==> src/rtl/fbdiv_pkg.sv <==
package fbdiv_pkg;
  localparam int unsigned PRE_N  = 8;
  localparam int unsigned A_W    = $clog2(PRE_N);
  localparam int unsigned M_W    = 8;
  localparam int unsigned WORD_W = M_W + A_W;

  // total division ratio for main count m, swallow count a, prescaler base n
  function automatic int unsigned fb_ratio(int unsigned m, int unsigned a, int unsigned n);
    return m * n + a;
  endfunction

  // a setting is realisable when the main count is non-zero and covers the swallow count
  function automatic logic fb_ok(int unsigned m, int unsigned a);
    return (m != 0) && (a <= m);
  endfunction
endpackage

==> src/rtl/fbdiv_prescaler.sv <==
module fbdiv_prescaler #(
  parameter int unsigned PRE_N = 8
) (
  input  logic clk,
  input  logic rst_n,
  input  logic run,
  input  logic restart,
  input  logic swallow,
  output logic tc
);
  localparam int unsigned CW = $clog2(PRE_N + 1);

  logic [CW-1:0] cnt;
  logic [CW-1:0] limit;

  // period of PRE_N+1 while swallowing, PRE_N otherwise
  assign limit = swallow ? CW'(PRE_N) : CW'(PRE_N - 1);
  assign tc    = run && (cnt == limit);

  always_ff @(posedge clk or negedge rst_n) begin
    if (!rst_n)            cnt <= '0;
    else if (restart || tc) cnt <= '0;
    else if (run)           cnt <= cnt + CW'(1);
  end


  pre_bound_chk: assert property (@(posedge clk) disable iff (!rst_n)
    cnt <= CW'(PRE_N));
endmodule

==> src/rtl/fbdiv_swallow.sv <==
module fbdiv_swallow #(
  parameter int unsigned A_W = 3
) (
  input  logic           clk,
  input  logic           rst_n,
  input  logic           load,
  input  logic [A_W-1:0] load_val,
  input  logic           tc,
  output logic [A_W-1:0] a_rem,
  output logic           swallow
);
  assign swallow = (a_rem != '0);

  always_ff @(posedge clk or negedge rst_n) begin
    if (!rst_n)               a_rem <= '0;
    else if (load)            a_rem <= load_val;
    else if (tc && swallow)   a_rem <= a_rem - A_W'(1);
  end


  swallow_down_chk: assert property (@(posedge clk) disable iff (!rst_n)
    !load |=> (a_rem <= $past(a_rem)));
endmodule

==> src/rtl/fbdiv_main.sv <==
module fbdiv_main #(
  parameter int unsigned M_W = 8
) (
  input  logic           clk,
  input  logic           rst_n,
  input  logic           load,
  input  logic [M_W-1:0] load_val,
  input  logic           tc,
  output logic [M_W-1:0] m_rem,
  output logic           last
);
  assign last = (m_rem == M_W'(1));

  always_ff @(posedge clk or negedge rst_n) begin
    if (!rst_n)     m_rem <= '0;
    else if (load)  m_rem <= load_val;
    else if (tc)    m_rem <= m_rem - M_W'(1);
  end


  main_hold_chk: assert property (@(posedge clk) disable iff (!rst_n)
    (!load && !tc) |=> $stable(m_rem));
endmodule

==> src/rtl/fbdiv_top.sv <==
module fbdiv_top #(
  parameter int unsigned M_W   = fbdiv_pkg::M_W,
  parameter int unsigned PRE_N = fbdiv_pkg::PRE_N
) (
  input  logic                             clk,
  input  logic                             rst_n,
  input  logic [M_W+$clog2(PRE_N)-1:0]     div_word,
  output logic                             out_pulse,
  output logic                             illegal
);
  localparam int unsigned A_W    = $clog2(PRE_N);
  localparam int unsigned WORD_W = M_W + A_W;

  logic [M_W-1:0] word_m;
  logic [A_W-1:0] word_a;
  logic           idle_q;
  logic           run;
  logic           pre_tc;
  logic           swallow;
  logic           m_last;
  logic           cyc_end;
  logic           load;
  logic           restart;
  logic [A_W-1:0] a_rem;
  logic [M_W-1:0] m_rem;

  assign word_m  = div_word[WORD_W-1:A_W];
  assign word_a  = div_word[A_W-1:0];
  assign illegal = !fbdiv_pkg::fb_ok(32'(word_m), 32'(word_a));

  assign run     = !idle_q;
  assign cyc_end = pre_tc && m_last;
  assign load    = !illegal && (idle_q || cyc_end);
  assign restart = load || cyc_end;

  fbdiv_prescaler #(.PRE_N(PRE_N)) u_pre (
    .clk(clk), .rst_n(rst_n), .run(run), .restart(restart),
    .swallow(swallow), .tc(pre_tc)
  );

  fbdiv_swallow #(.A_W(A_W)) u_swl (
    .clk(clk), .rst_n(rst_n), .load(load), .load_val(word_a),
    .tc(pre_tc), .a_rem(a_rem), .swallow(swallow)
  );

  fbdiv_main #(.M_W(M_W)) u_main (
    .clk(clk), .rst_n(rst_n), .load(load), .load_val(word_m),
    .tc(pre_tc), .m_rem(m_rem), .last(m_last)
  );

  always_ff @(posedge clk or negedge rst_n) begin
    if (!rst_n) begin
      idle_q    <= 1'b1;
      out_pulse <= 1'b0;
    end else begin
      out_pulse <= cyc_end;
      if (idle_q || cyc_end) idle_q <= illegal;
    end
  end


  pulse_width_chk: assert property (@(posedge clk) disable iff (!rst_n)
    out_pulse |=> !out_pulse);


  swallow_cover_chk: assert property (@(posedge clk) disable iff (!rst_n)
    run |-> (32'(a_rem) <= 32'(m_rem)));


  main_live_chk: assert property (@(posedge clk) disable iff (!rst_n)
    run |-> (m_rem != '0));


  idle_hold_chk: assert property (@(posedge clk) disable iff (!rst_n)
    (idle_q && illegal) |=> idle_q);
endmodule

==> config.mk <==
export PLATFORM = sky130hd
export DESIGN_NAME = fbdiv_top
export DESIGN_NICKNAME = d
export VERILOG_FILES = /design/src/rtl/fbdiv_pkg.sv /design/src/rtl/fbdiv_prescaler.sv /design/src/rtl/fbdiv_swallow.sv /design/src/rtl/fbdiv_main.sv /design/src/rtl/fbdiv_top.sv
export SDC_FILE = /design/constraint.sdc
export NUM_CORES = 1
export LEC_CHECK = 0
export BUFFER_PORTS_ARGS = -buffer_cell sky130_fd_sc_hd__buf_2
export CELL_PAD_IN_SITES_DETAIL_PLACEMENT = 0
export CELL_PAD_IN_SITES_GLOBAL_PLACEMENT = 1
export CORE_MARGIN = 3
export CORE_UTILIZATION = 28
export CTS_BUF_LIST = sky130_fd_sc_hd__clkbuf_2 sky130_fd_sc_hd__clkbuf_4 sky130_fd_sc_hd__clkbuf_8
export DETAILED_ROUTE_END_ITERATION = 8
export PLACE_DENSITY_LB_ADDON = 0.2
export SLEW_MARGIN = 20
export SYNTH_ARGS = -nofsm -noshare
export SYNTH_HDL_FRONTEND = slang
export SYNTH_SLANG_ARGS = --single-unit
==> constraint.sdc <==
create_clock -name clk -period 5.8 [get_ports clk]
set_input_delay 0.87 -clock clk [delete_from_list [all_inputs] [get_ports clk]]
set_output_delay 0.87 -clock clk [all_outputs]
set_load 0.05 [all_outputs]
==> results of run 1 <==
==> cell usage in the layout (no fill, tap or decap), types with 2 or more instances in the layout <==
master	Yosys	final
a21oi_1	4	4
or4_1	2	2
a2111oi_0	3	3
o221ai_1	3	3
mux2_2	2	2
nand4_1	4	4
a21o_1	2	2
ha_1	8	8
o41ai_1	4	4
nand3_1	5	5
inv_1	12	12
a22o_1	2	2
nor2_1	6	6
or4b_1	3	3
or4b_4	2	2
nor2b_1	2	2
o21ai_0	9	9
clkbuf_8	0	3
nor2_4	2	2
a211oi_1	7	7
dfrtp_1	16	16
nor3_1	6	6
buf_2	4	14
nand2_1	7	7
o211ai_1	5	5
==> layout make-up <==
class / instances / area share (%)
multi-input combinational: 101 / 54.3
sequential: 17 / 30.0
timing repair buffer: 14 / 4.93
tap: 50 / 4.40
inverter: 12 / 3.17
clock buffer: 3 / 2.90
clock inverter: 1 / 0.352
==> worst reg2reg max path: stages (launching register included) <==
cell	delay [ps]
dfrtp_1	400
inv_1	80
ha_1	170
or4b_4	480
nor4_4	320
a21oi_1	250
nor2_4	300
mux2_2	370
==> sequential cells by signal, indices dropped and copies added, names as in the netlist <==
register and flops:
idle_q 1, out_pulse 1, u_main.m_rem 8, u_swl.a_rem 3, u_pre.cnt 4
==> power groups by stage <==
stage | Clock, mW | Sequential, mW | Combinational, mW
floorplan | 0 | 0.207 | 0.187
global placement | 0 | 0.220 | 0.232
detailed placement | 0 | 0.221 | 0.236
CTS | 0.0954 | 0.219 | 0.237
global route | 0.0994 | 0.224 | 0.280
finish | 0.0935 | 0.219 | 0.235
==> worst max-delay path by stage <==
| stage | startpoint | to | slack, ps | depth (start not counted) |
|---|---|---|---|---|
| 2_1_floorplan | div_word[0] | illegal | 2790 | 7 |
| 3_3_place_gp | div_word[4] | illegal | 2500 | 8 |
| 3_5_place_dp | div_word[4] | illegal | 2450 | 8 |
| 4_1_cts | div_word[4] | illegal | 2450 | 8 |
| 5_1_grt | div_word[5] | illegal | 2230 | 8 |
| 6_report | div_word[4] | illegal | 2360 | 8 |
==> logic make-up after synthesis <==
| logic type | synth area share (%) |
|---|---|
| compound gates | 27.4 |
| simple gates | 22.7 |
| buf+inv | 5.74 |
| flops | 33.8 |
| fa+ha+maj | 7.92 |
| mux | 1.78 |
| xor+xnor | 0.693 |
==> per-layer routing <==
| layer | track usage (%) | wire length [µm] | vias up |
|---|---|---|---|
| met2 | 20.5 | 1440 | 30 |
| met4 | 5.53 | 62 | 0 |
| met3 | 1.52 | 151 | 5 |
| li1 | - | - | 554 |
| met5 | 0 | 0 | - |
| met1 | 19.4 | 1620 | 528 |
==> metrics by stage <==
step                      std cells  power, mW
after global routing            198      0.603
after detailed placement        194      0.457
final                           198      0.548
after CTS                       198      0.551
after floorplan                 136      0.394
after global placement          194      0.452
==> results.py, run 1 <==
metrics = {
    "run_status": {
        "status": "completed",
    },
    "final_layout": {
        "multi_input_area_um2": 772,
        "num_antenna_cells": 0,
        "post-route-util_pct": 34.1,
        "final_area_mm2": 0.00142,
        "synthToLayoutAreaGrowth_pct": 12.6,
        "layout.nets": 170,
        "seq_area_um2": 427,
        "fill_cells": 432,
        "drive_gt1_share_pct": 19.6,
    },
    "worst_setup_path": {
        "arrival_ps": 2570,
        "cp_data_required_time_ps": 4930,
        "cp_cell_sequence": "buf_2 -> inv_1 -> ha_1 -> nor2b_1 -> o21ai_1 -> a21o_1 -> inv_1 -> buf_2",
        "reg2reg_from": "u_main.m_rem[1]$_DFFE_PN0P_",
        "crit_path_end_kind": "primary output",
        "crit_path_start_kind": "input port",
        "regToRegSetupSlack_ps": 3320,
        "crit_type": "input port to primary output",
        "path_max_fanout": 9,
        "cp_slowest_cell": "o21ai_1",
        "cp_top_family": "compound AO/OA/AOI/OAI gates",
        "reg2regPathDepth": 7,
        "crit_buf_inv": 4,
        "r2r-end": "u_swl.a_rem[1]$_DFFE_PN0P_",
        "cp_slowest_stage_delay_ps": 360,
    },
    "clock_tree": {
        "clk_latency_ps": 260,
        "cts_resized": 0,
        "clkSlewWorstSetupHoldPaths_ps": 70,
        "cts_sinks": 17,
        "clk_path_buf_depth": 2,
        "cts_made_buffers": 3,
        "cts_setup_buffers": 0,
        "root_buffer": "clkbuf_8",
        "cts_tree": "done",
        "htreeDepth": 1,
        "cts_hold_buf": 0,
    },
    "timing": {
        "whs_ps": 509,
        "fin_skew_ps": 3.79,
        "slew_viol_final": 0,
        "final.setup.worst_slack_ps": 2360,
        "worstMarginPinSlew_ps": 817,
        "rsz0062_at_grt": "false",
        "finalSetupTns_ps": 0,
        "final.period_utilization_pct": 59.3,
        "hold_viol_final": 0,
        "setup_viol": 0,
        "slew_headroom_pct": 45.5,
        "fin_crit_ps": 3440,
        "fmax_ghz": 0.291,
    },
    "route": {
        "drtIter0Drc": 77,
        "drt_wl_total_mm": 3.28,
        "vias": 1117,
        "antenna_left": 0,
        "drc": 0,
        "routedWlPerCell_um": 16.5,
        "viasPerCell": 5.64,
        "detail_route.first_pass.iterations": 4,
    },
    "logic_synthesis": {
        "synthCells": 136,
        "synth_common_cells": "dfrtp_1 (16), inv_1 (12), o21ai_0 (9), ha_1 (8)",
        "netlist_area_mm2": 0.00126,
        "synth_warnings": 0,
        "synth_area_leaders": "dfrtp_1 (32%), ha_1 (7.9%), a211oi_1 (4.2%), o21ai_0 (3.6%), inv_1 (3.6%)",
        "syn_avg_cell_area_um2": 9.29,
        "syn-num-nets": 157,
        "async_flop_share_pct": 100,
        "seq_area_frac_synth_pct": 33.8,
        "synth.most_common_cell": "dfrtp_1",
        "synth_top_area_share_pct": 31.7,
        "ys_ff_latch": 17,
        "synth_ff_type": "dfrtp_1",
        "yosysUniqueCellTypes": 39,
        "synth_top_cell_by_area": "dfrtp_1",
        "synth_edf_count": 0,
    },
    "hold_path": {
        "min_to": "u_pre.cnt[3]$_DFFE_PN0P_",
        "hold_class": "flop to flop",
        "min-delay-start": "u_pre.cnt[3]$_DFFE_PN0P_",
        "holdPathStages": 1,
    },
    "placement": {
        "place_area_mm2": 0.00137,
        "routabilityCongestion": 0.855,
        "dp_hpwl_mm": 2.41,
        "post-place-ws_ps": 2450,
        "portBuffers": 14,
    },
    "die": {
        "core_mm2": 0.00417,
        "dieArea_mm2": 0.00536,
        "initial_core_util_pct": 30.3,
        "die_h_um": 73.2,
        "num_rows": 23,
        "pin_count": 15,
        "die_x_um": 73.2,
    },
    "power": {
        "p_switching_mw": 0.227,
        "p_clk_share_pct": 17.1,
        "vdd_drop_max_mv": 0.187,
        "swShare_pct": 41.4,
        "p_int_mw": 0.321,
        "p_seq_share_pct": 40.0,
        "power_density_mw_per_mm2": 385,
        "pwr-share-comb_pct": 42.9,
        "leakagePower_nw": 0.565,
    },
    "grt": {
        "grt_pass1_vias": 1132,
        "grt_usage_pct": 13.5,
        "grt_max_degree": 19,
        "grt_overflow": 0,
        "grt_pass1_wl_mm": 5.55,
        "antenna_found_initial": 0,
    },
    "flow_run": {
        "cap_viol_max_count": 0,
    },
}
(Power assumes the default switching activity.)
==> run 2: changes to the inputs <==
==> constraint.sdc (replaced) <==
create_clock -name clk -period 3 [get_ports clk]
set_input_delay 0.45 -clock clk [delete_from_list [all_inputs] [get_ports clk]]
set_output_delay 0.45 -clock clk [all_outputs]
set_load 0.05 [all_outputs]
==> run 2 against run 1 <==
  * Core utilization increased by 0.36 points
  * Sequential cell count is the same
  * Cell count grew 1.5%
  * Clock skew shrank 1.3 ps
  * Worst setup slack worse by 1900 ps
  * Worst hold slack got worse by 390 ps
  * Via count shrank 1.8%
  * Critical path type unchanged
  * Critical endpoint unchanged
  * Highest routed layer unchanged
  * Design area is 1.1% higher
  * Die area did not move
==> results.py, run 2 (synthesis results as in run 1) <==
metrics = {
    "final_layout": {
        "synthToLayoutAreaGrowth_pct": 13.8,
        "final_common_cell": "dfrtp_1",
        "num_antenna_cells": 0,
        "layout.nets": 173,
        "fill_cells": 433,
        "top_regs": "u_main.m_rem x8, u_pre.cnt x4, u_swl.a_rem x3",
        "largest_reg_flops": 8,
        "final_cell_mix": "dfrtp_1 (16), buf_2 (14), inv_1 (12)",
        "layoutNonFillerInstCount": 201,
        "drive_gt1_share_pct": 21.2,
        "largest_register": "u_main.m_rem",
        "post-route-util_pct": 34.5,
    },
    "placement": {
        "portBuffers": 14,
        "routabilityCongestion": 0.798,
        "dp_cells": 197,
        "dp_hpwl_mm": 2.46,
    },
    "route": {
        "vias": 1097,
        "drt_wl_total_mm": 3.20,
        "viasPerCell": 5.46,
        "detail_route.first_pass.iterations": 4,
        "routedWlPerCell_um": 15.9,
        "drtIter0Drc": 41,
        "drc": 0,
        "antenna_left": 0,
    },
    "worst_setup_path": {
        "r2r-end": "u_swl.a_rem[1]$_DFFE_PN0P_",
        "arrival_ps": 2080,
        "crit_path_start_kind": "input port",
        "cp_data_required_time_ps": 2550,
        "regToRegSetupSlack_ps": 540,
        "path_max_fanout": 9,
        "reg2regPathDepth": 7,
        "crit_type": "input port to primary output",
        "crit_path_end_kind": "primary output",
        "reg2reg_from": "u_main.m_rem[1]$_DFFE_PN0P_",
    },
    "clock_tree": {
        "cts_setup_buffers": 0,
        "clkSlewWorstSetupHoldPaths_ps": 70,
        "cts_resized": 0,
        "root_buffer": "clkbuf_8",
        "cts_tree": "done",
        "cts_sinks": 17,
        "htreeDepth": 1,
        "cts_made_buffers": 3,
        "clk_path_buf_depth": 2,
        "clk_latency_ps": 260,
        "cts_hold_buf": 0,
    },
    "grt": {
        "grt_overflow": 0,
        "grt_pass1_vias": 1114,
        "grt_max_degree": 18,
        "busiest_layer": "met1",
        "gr-usage-met3_pct": 2.07,
        "grt_pass1_wl_mm": 5.53,
        "antenna_found_initial": 0,
        "use_met2_pct": 19.2,
        "grt_usage_pct": 13.4,
        "grtUsageMet1_pct": 19.7,
    },
    "power": {
        "vdd_drop_max_mv": 0.335,
        "power_density_mw_per_mm2": 739,
        "leakagePower_nw": 0.581,
    },
    "timing": {
        "slew_headroom_pct": 53.2,
        "slew_viol_final": 0,
        "fmax_ghz": 0.396,
        "whs_ps": 121,
        "hold_viol_final": 0,
        "rsz0062_at_grt": "false",
        "fin_crit_ps": 2530,
        "finalSetupTns_ps": 0,
        "fin_skew_ps": 2.54,
        "worstMarginPinSlew_ps": 697,
        "setup_viol": 0,
        "final.period_utilization_pct": 84.2,
    },
    "flow_run": {
        "cap_viol_max_count": 0,
    },
    "die": {
        "core_mm2": 0.00417,
        "die_x_um": 73.2,
        "die_h_um": 73.2,
        "dieArea_mm2": 0.00536,
        "pin_count": 15,
        "initial_core_util_pct": 30.3,
        "num_rows": 23,
    },
    "run_status": {
        "status": "completed",
    },
    "hold_path": {
        "hold_class": "input port to async pin",
    },
}
run 2: cell count changes in the layout (fill, tap and decap cells not counted):
cell and change:
buf_4 +3, a211oi_2 +1, a211oi_4 -1
run 2: report_power, final:
part           internal (mW)  total, mW  switching, mW
Clock                 0.0924      0.180         0.0874
Combinational          0.214      0.459          0.245
Sequential             0.322      0.424          0.101
Total                  0.628       1.06          0.434
run 2: worst max-delay path, stage by stage:
cell and delay (ps):
buf_2 90, inv_1 50, ha_1 280, nor2b_1 130, o21ai_1 320, a21o_1 320, inv_1 190, buf_2 250
run 2: through the flow:
| step | cell area, µm² | power [mW] | setup slack, ps |
|---|---|---|---|
| finish | 1440 | 1.06 | 473 |
| global route | 1440 | 1.16 | 296 |
| CTS | 1440 | 1.07 | 470 |
| detailed placement | 1390 | 0.891 | 400 |
| global placement | 1390 | 0.892 | 476 |
| floorplan | 1260 | 0.763 | 556 |
run 2: area by class of cell:
type / count / area, µm² / share of cell area, %
Timing Repair Buffer: 17 / 92.6 / 6.44
Clock inverter: 1 / 5.00 / 0.348
Inverter: 12 / 45.0 / 3.13
Tap cell: 50 / 62.6 / 4.35
Sequential cell: 17 / 427 / 29.7
Multi-Input combinational cell: 101 / 764 / 53.2
Clock buffer: 3 / 41.3 / 2.87
run 2: metal layers:
metal / share of wire (%) / vias to the layer above / wire length, µm
met5: 0 / - / 0
met4: 1.8 / 0 / 58
met3: 4.3 / 7 / 137
met2: 43 / 23 / 1390
met1: 51 / 505 / 1620
li1: - / 562 / -
run 2: how the worst max path moves through the flow:
stage                 from                    endpoint  depth (start not counted)
6_report       div_word[4]                     illegal                          8
5_1_grt        div_word[4]                     illegal                          8
4_1_cts        div_word[4]                     illegal                          8
3_5_place_dp   div_word[4]  u_swl.a_rem[1]$_DFFE_PN0P_                          9
3_3_place_gp   div_word[4]  u_swl.a_rem[1]$_DFFE_PN0P_                          9
2_1_floorplan  div_word[4]  u_swl.a_rem[1]$_DFFE_PN0P_                          9
==> run 3: changes to the inputs <==
==> constraint.sdc (replaced) <==
create_clock -name clk -period 2.5 [get_ports clk]
set_input_delay 0.375 -clock clk [delete_from_list [all_inputs] [get_ports clk]]
set_output_delay 0.375 -clock clk [all_outputs]
set_load 0.05 [all_outputs]
==> run 3 against run 2 <==
  * Worst hold slack got worse by 80 ps
  * Largest cell class unchanged
  * Clock power up 23%
  * Die area stayed put
  * Worst setup slack worse by 280 ps
  * Core utilization increased by 0.99 points
  * Critical path depth shrank 1
  * Highest routed layer unchanged
  * Global-route usage is 0.25 points higher
  * Sequential power up 21%
  * Cell count rose by 2.5%
  * Clock skew grew 0.88 ps
==> results.py, run 3 (synthesis results as in run 1) <==
metrics = {
    "final_layout": {
        "largest_reg_flops": 8,
        "final_cell_mix": "dfrtp_1 (16), buf_2 (14), inv_1 (12)",
        "seq_area_um2": 427,
        "fill_cells": 415,
        "layoutNonFillerInstCount": 206,
        "synthToLayoutAreaGrowth_pct": 17.0,
        "layout.nets": 178,
        "final_area_mm2": 0.00148,
        "num_antenna_cells": 0,
        "drive_gt1_share_pct": 23.7,
        "largest_register": "u_main.m_rem",
        "top_regs": "u_main.m_rem x8, u_pre.cnt x4, u_swl.a_rem x3",
        "multi_input_area_um2": 766,
        "final_common_cell": "dfrtp_1",
    },
    "timing": {
        "slew_headroom_pct": 69.5,
        "fin_skew_ps": 3.42,
        "fmax_ghz": 0.434,
        "setup_viol": 0,
        "slew_viol_final": 0,
        "worstMarginPinSlew_ps": 458,
        "rsz0062_at_grt": "false",
        "hold_viol_final": 0,
        "final.period_utilization_pct": 92.2,
        "finalSetupTns_ps": 0,
        "fin_crit_ps": 2300,
    },
    "placement": {
        "portBuffers": 14,
        "dp_cells": 202,
        "place_area_mm2": 0.00143,
        "dp_hpwl_mm": 2.49,
        "routabilityCongestion": 0.832,
    },
    "worst_setup_path": {
        "cp_data_required_time_ps": 2640,
        "crit_path_end": "u_swl.a_rem[1]$_DFFE_PN0P_",
        "cp-startpoint": "u_main.m_rem[1]$_DFFE_PN0P_",
        "cp_slowest_stage_delay_ps": 470,
        "arrival_ps": 2440,
        "r2r-end": "u_swl.a_rem[1]$_DFFE_PN0P_",
        "reg2reg_from": "u_main.m_rem[1]$_DFFE_PN0P_",
        "path_max_fanout": 7,
        "regToRegSetupSlack_ps": 200,
        "crit_path_start_kind": "flop",
        "reg2regPathDepth": 7,
        "crit_path_end_kind": "flop",
        "cp_slowest_cell": "or4b_4",
        "crit_type": "flop to flop",
        "cp_cell_sequence": "inv_1 -> ha_1 -> or4b_4 -> nor4_4 -> a21oi_1 -> nor2_4 -> mux2_2",
    },
    "clock_tree": {
        "root_buffer": "clkbuf_8",
        "cts_made_buffers": 3,
        "cts_tree": "done",
        "clkSlewWorstSetupHoldPaths_ps": 70,
        "clk_path_buf_depth": 2,
        "clk_latency_ps": 250,
        "cts_hold_buf": 0,
        "htreeDepth": 1,
        "cts_sinks": 17,
    },
    "route": {
        "wl_met2_mm": 1.44,
        "routedWlPerCell_um": 16.0,
        "drt_wl_total_mm": 3.31,
        "top_layer": "met4",
        "drc": 0,
        "drtIter0Drc": 85,
        "viasPerCell": 5.60,
        "antenna_left": 0,
        "vias": 1154,
        "wl_met1_mm": 1.64,
        "detail_route.first_pass.iterations": 4,
        "wl_met3_um": 203,
    },
    "grt": {
        "grt_overflow": 0,
        "grt_usage_pct": 13.6,
        "grt_pass1_wl_mm": 5.66,
        "grt_pass1_vias": 1097,
        "antenna_found_initial": 0,
        "grt_max_degree": 19,
    },
    "power": {
        "leakagePower_nw": 0.605,
        "vdd_drop_max_mv": 0.345,
        "power_density_mw_per_mm2": 880,
    },
    "die": {
        "dieArea_mm2": 0.00536,
        "core_mm2": 0.00417,
        "num_rows": 23,
        "die_x_um": 73.2,
        "initial_core_util_pct": 30.3,
        "die_h_um": 73.2,
        "pin_count": 15,
    },
    "run_status": {
        "status": "completed",
    },
    "flow_run": {
        "cap_viol_max_count": 0,
    },
    "hold_path": {
        "hold_class": "input port to async pin",
    },
}
run 3: area by class of cell:
class / count / area share, %
clock buffers: 4 / 3.30
inverters: 12 / 3.05
multi-input cells: 101 / 51.8
flip-flops and latches: 17 / 28.8
well taps: 50 / 4.23
repair buffers: 22 / 8.80
run 3: metal layers:
| metal | GRT usage [%] | vias to the layer above |
|---|---|---|
| met4 | 1.84 | 0 |
| met5 | 0 | - |
| met3 | 3.31 | 2 |
| li1 | - | 570 |
| met2 | 21.2 | 37 |
| met1 | 19.5 | 545 |
run 3: worst min path at each step:
stage                                to  depth (start not counted)
5_1_grt        u_pre.cnt[2]$_DFFE_PN0P_                          1
4_1_cts        u_pre.cnt[2]$_DFFE_PN0P_                          1
3_5_place_dp   u_pre.cnt[0]$_DFFE_PN0P_                          1
2_1_floorplan       out_pulse$_DFF_PN0_                          0
6_report       u_pre.cnt[2]$_DFFE_PN0P_                          1
3_3_place_gp   u_pre.cnt[0]$_DFFE_PN0P_                          1
run 3: metrics by stage:
step | hold slack (ps) | util (%) | setup slack (ps) | power (mW)
floorplan | 79.4 | - | 131 | 0.915
global placement | 340 | 34.2 | 230 | 1.08
detailed placement | 332 | 34.2 | 209 | 1.08
CTS | 58.5 | 35.4 | 214 | 1.31
global route | 73.0 | 35.4 | 49.9 | 1.42
finish | 41.1 | 35.4 | 196 | 1.30
run 3: worst max-delay path: cells and delay by family (launching register included):
family          cells  cell delay, ps
buf+inv             1              80
mux                 1             340
fa+ha+maj           1             150
flops               1             400
compound gates      1             240
simple gates        3             960
run 3: repair_timing:
item / 4_1_cts / 5_1_grt
gates resized for setup: 0 / 1
setup buffers: 0 / 0
setup endpoints to repair: 0 / 1
run 3: report_power, final:
group	internal (mW)	switching [mW]	total, mW
combinational	0.266	0.303	0.569
sequential	0.387	0.126	0.512
clock	0.124	0.0966	0.221
total	0.776	0.526	1.30
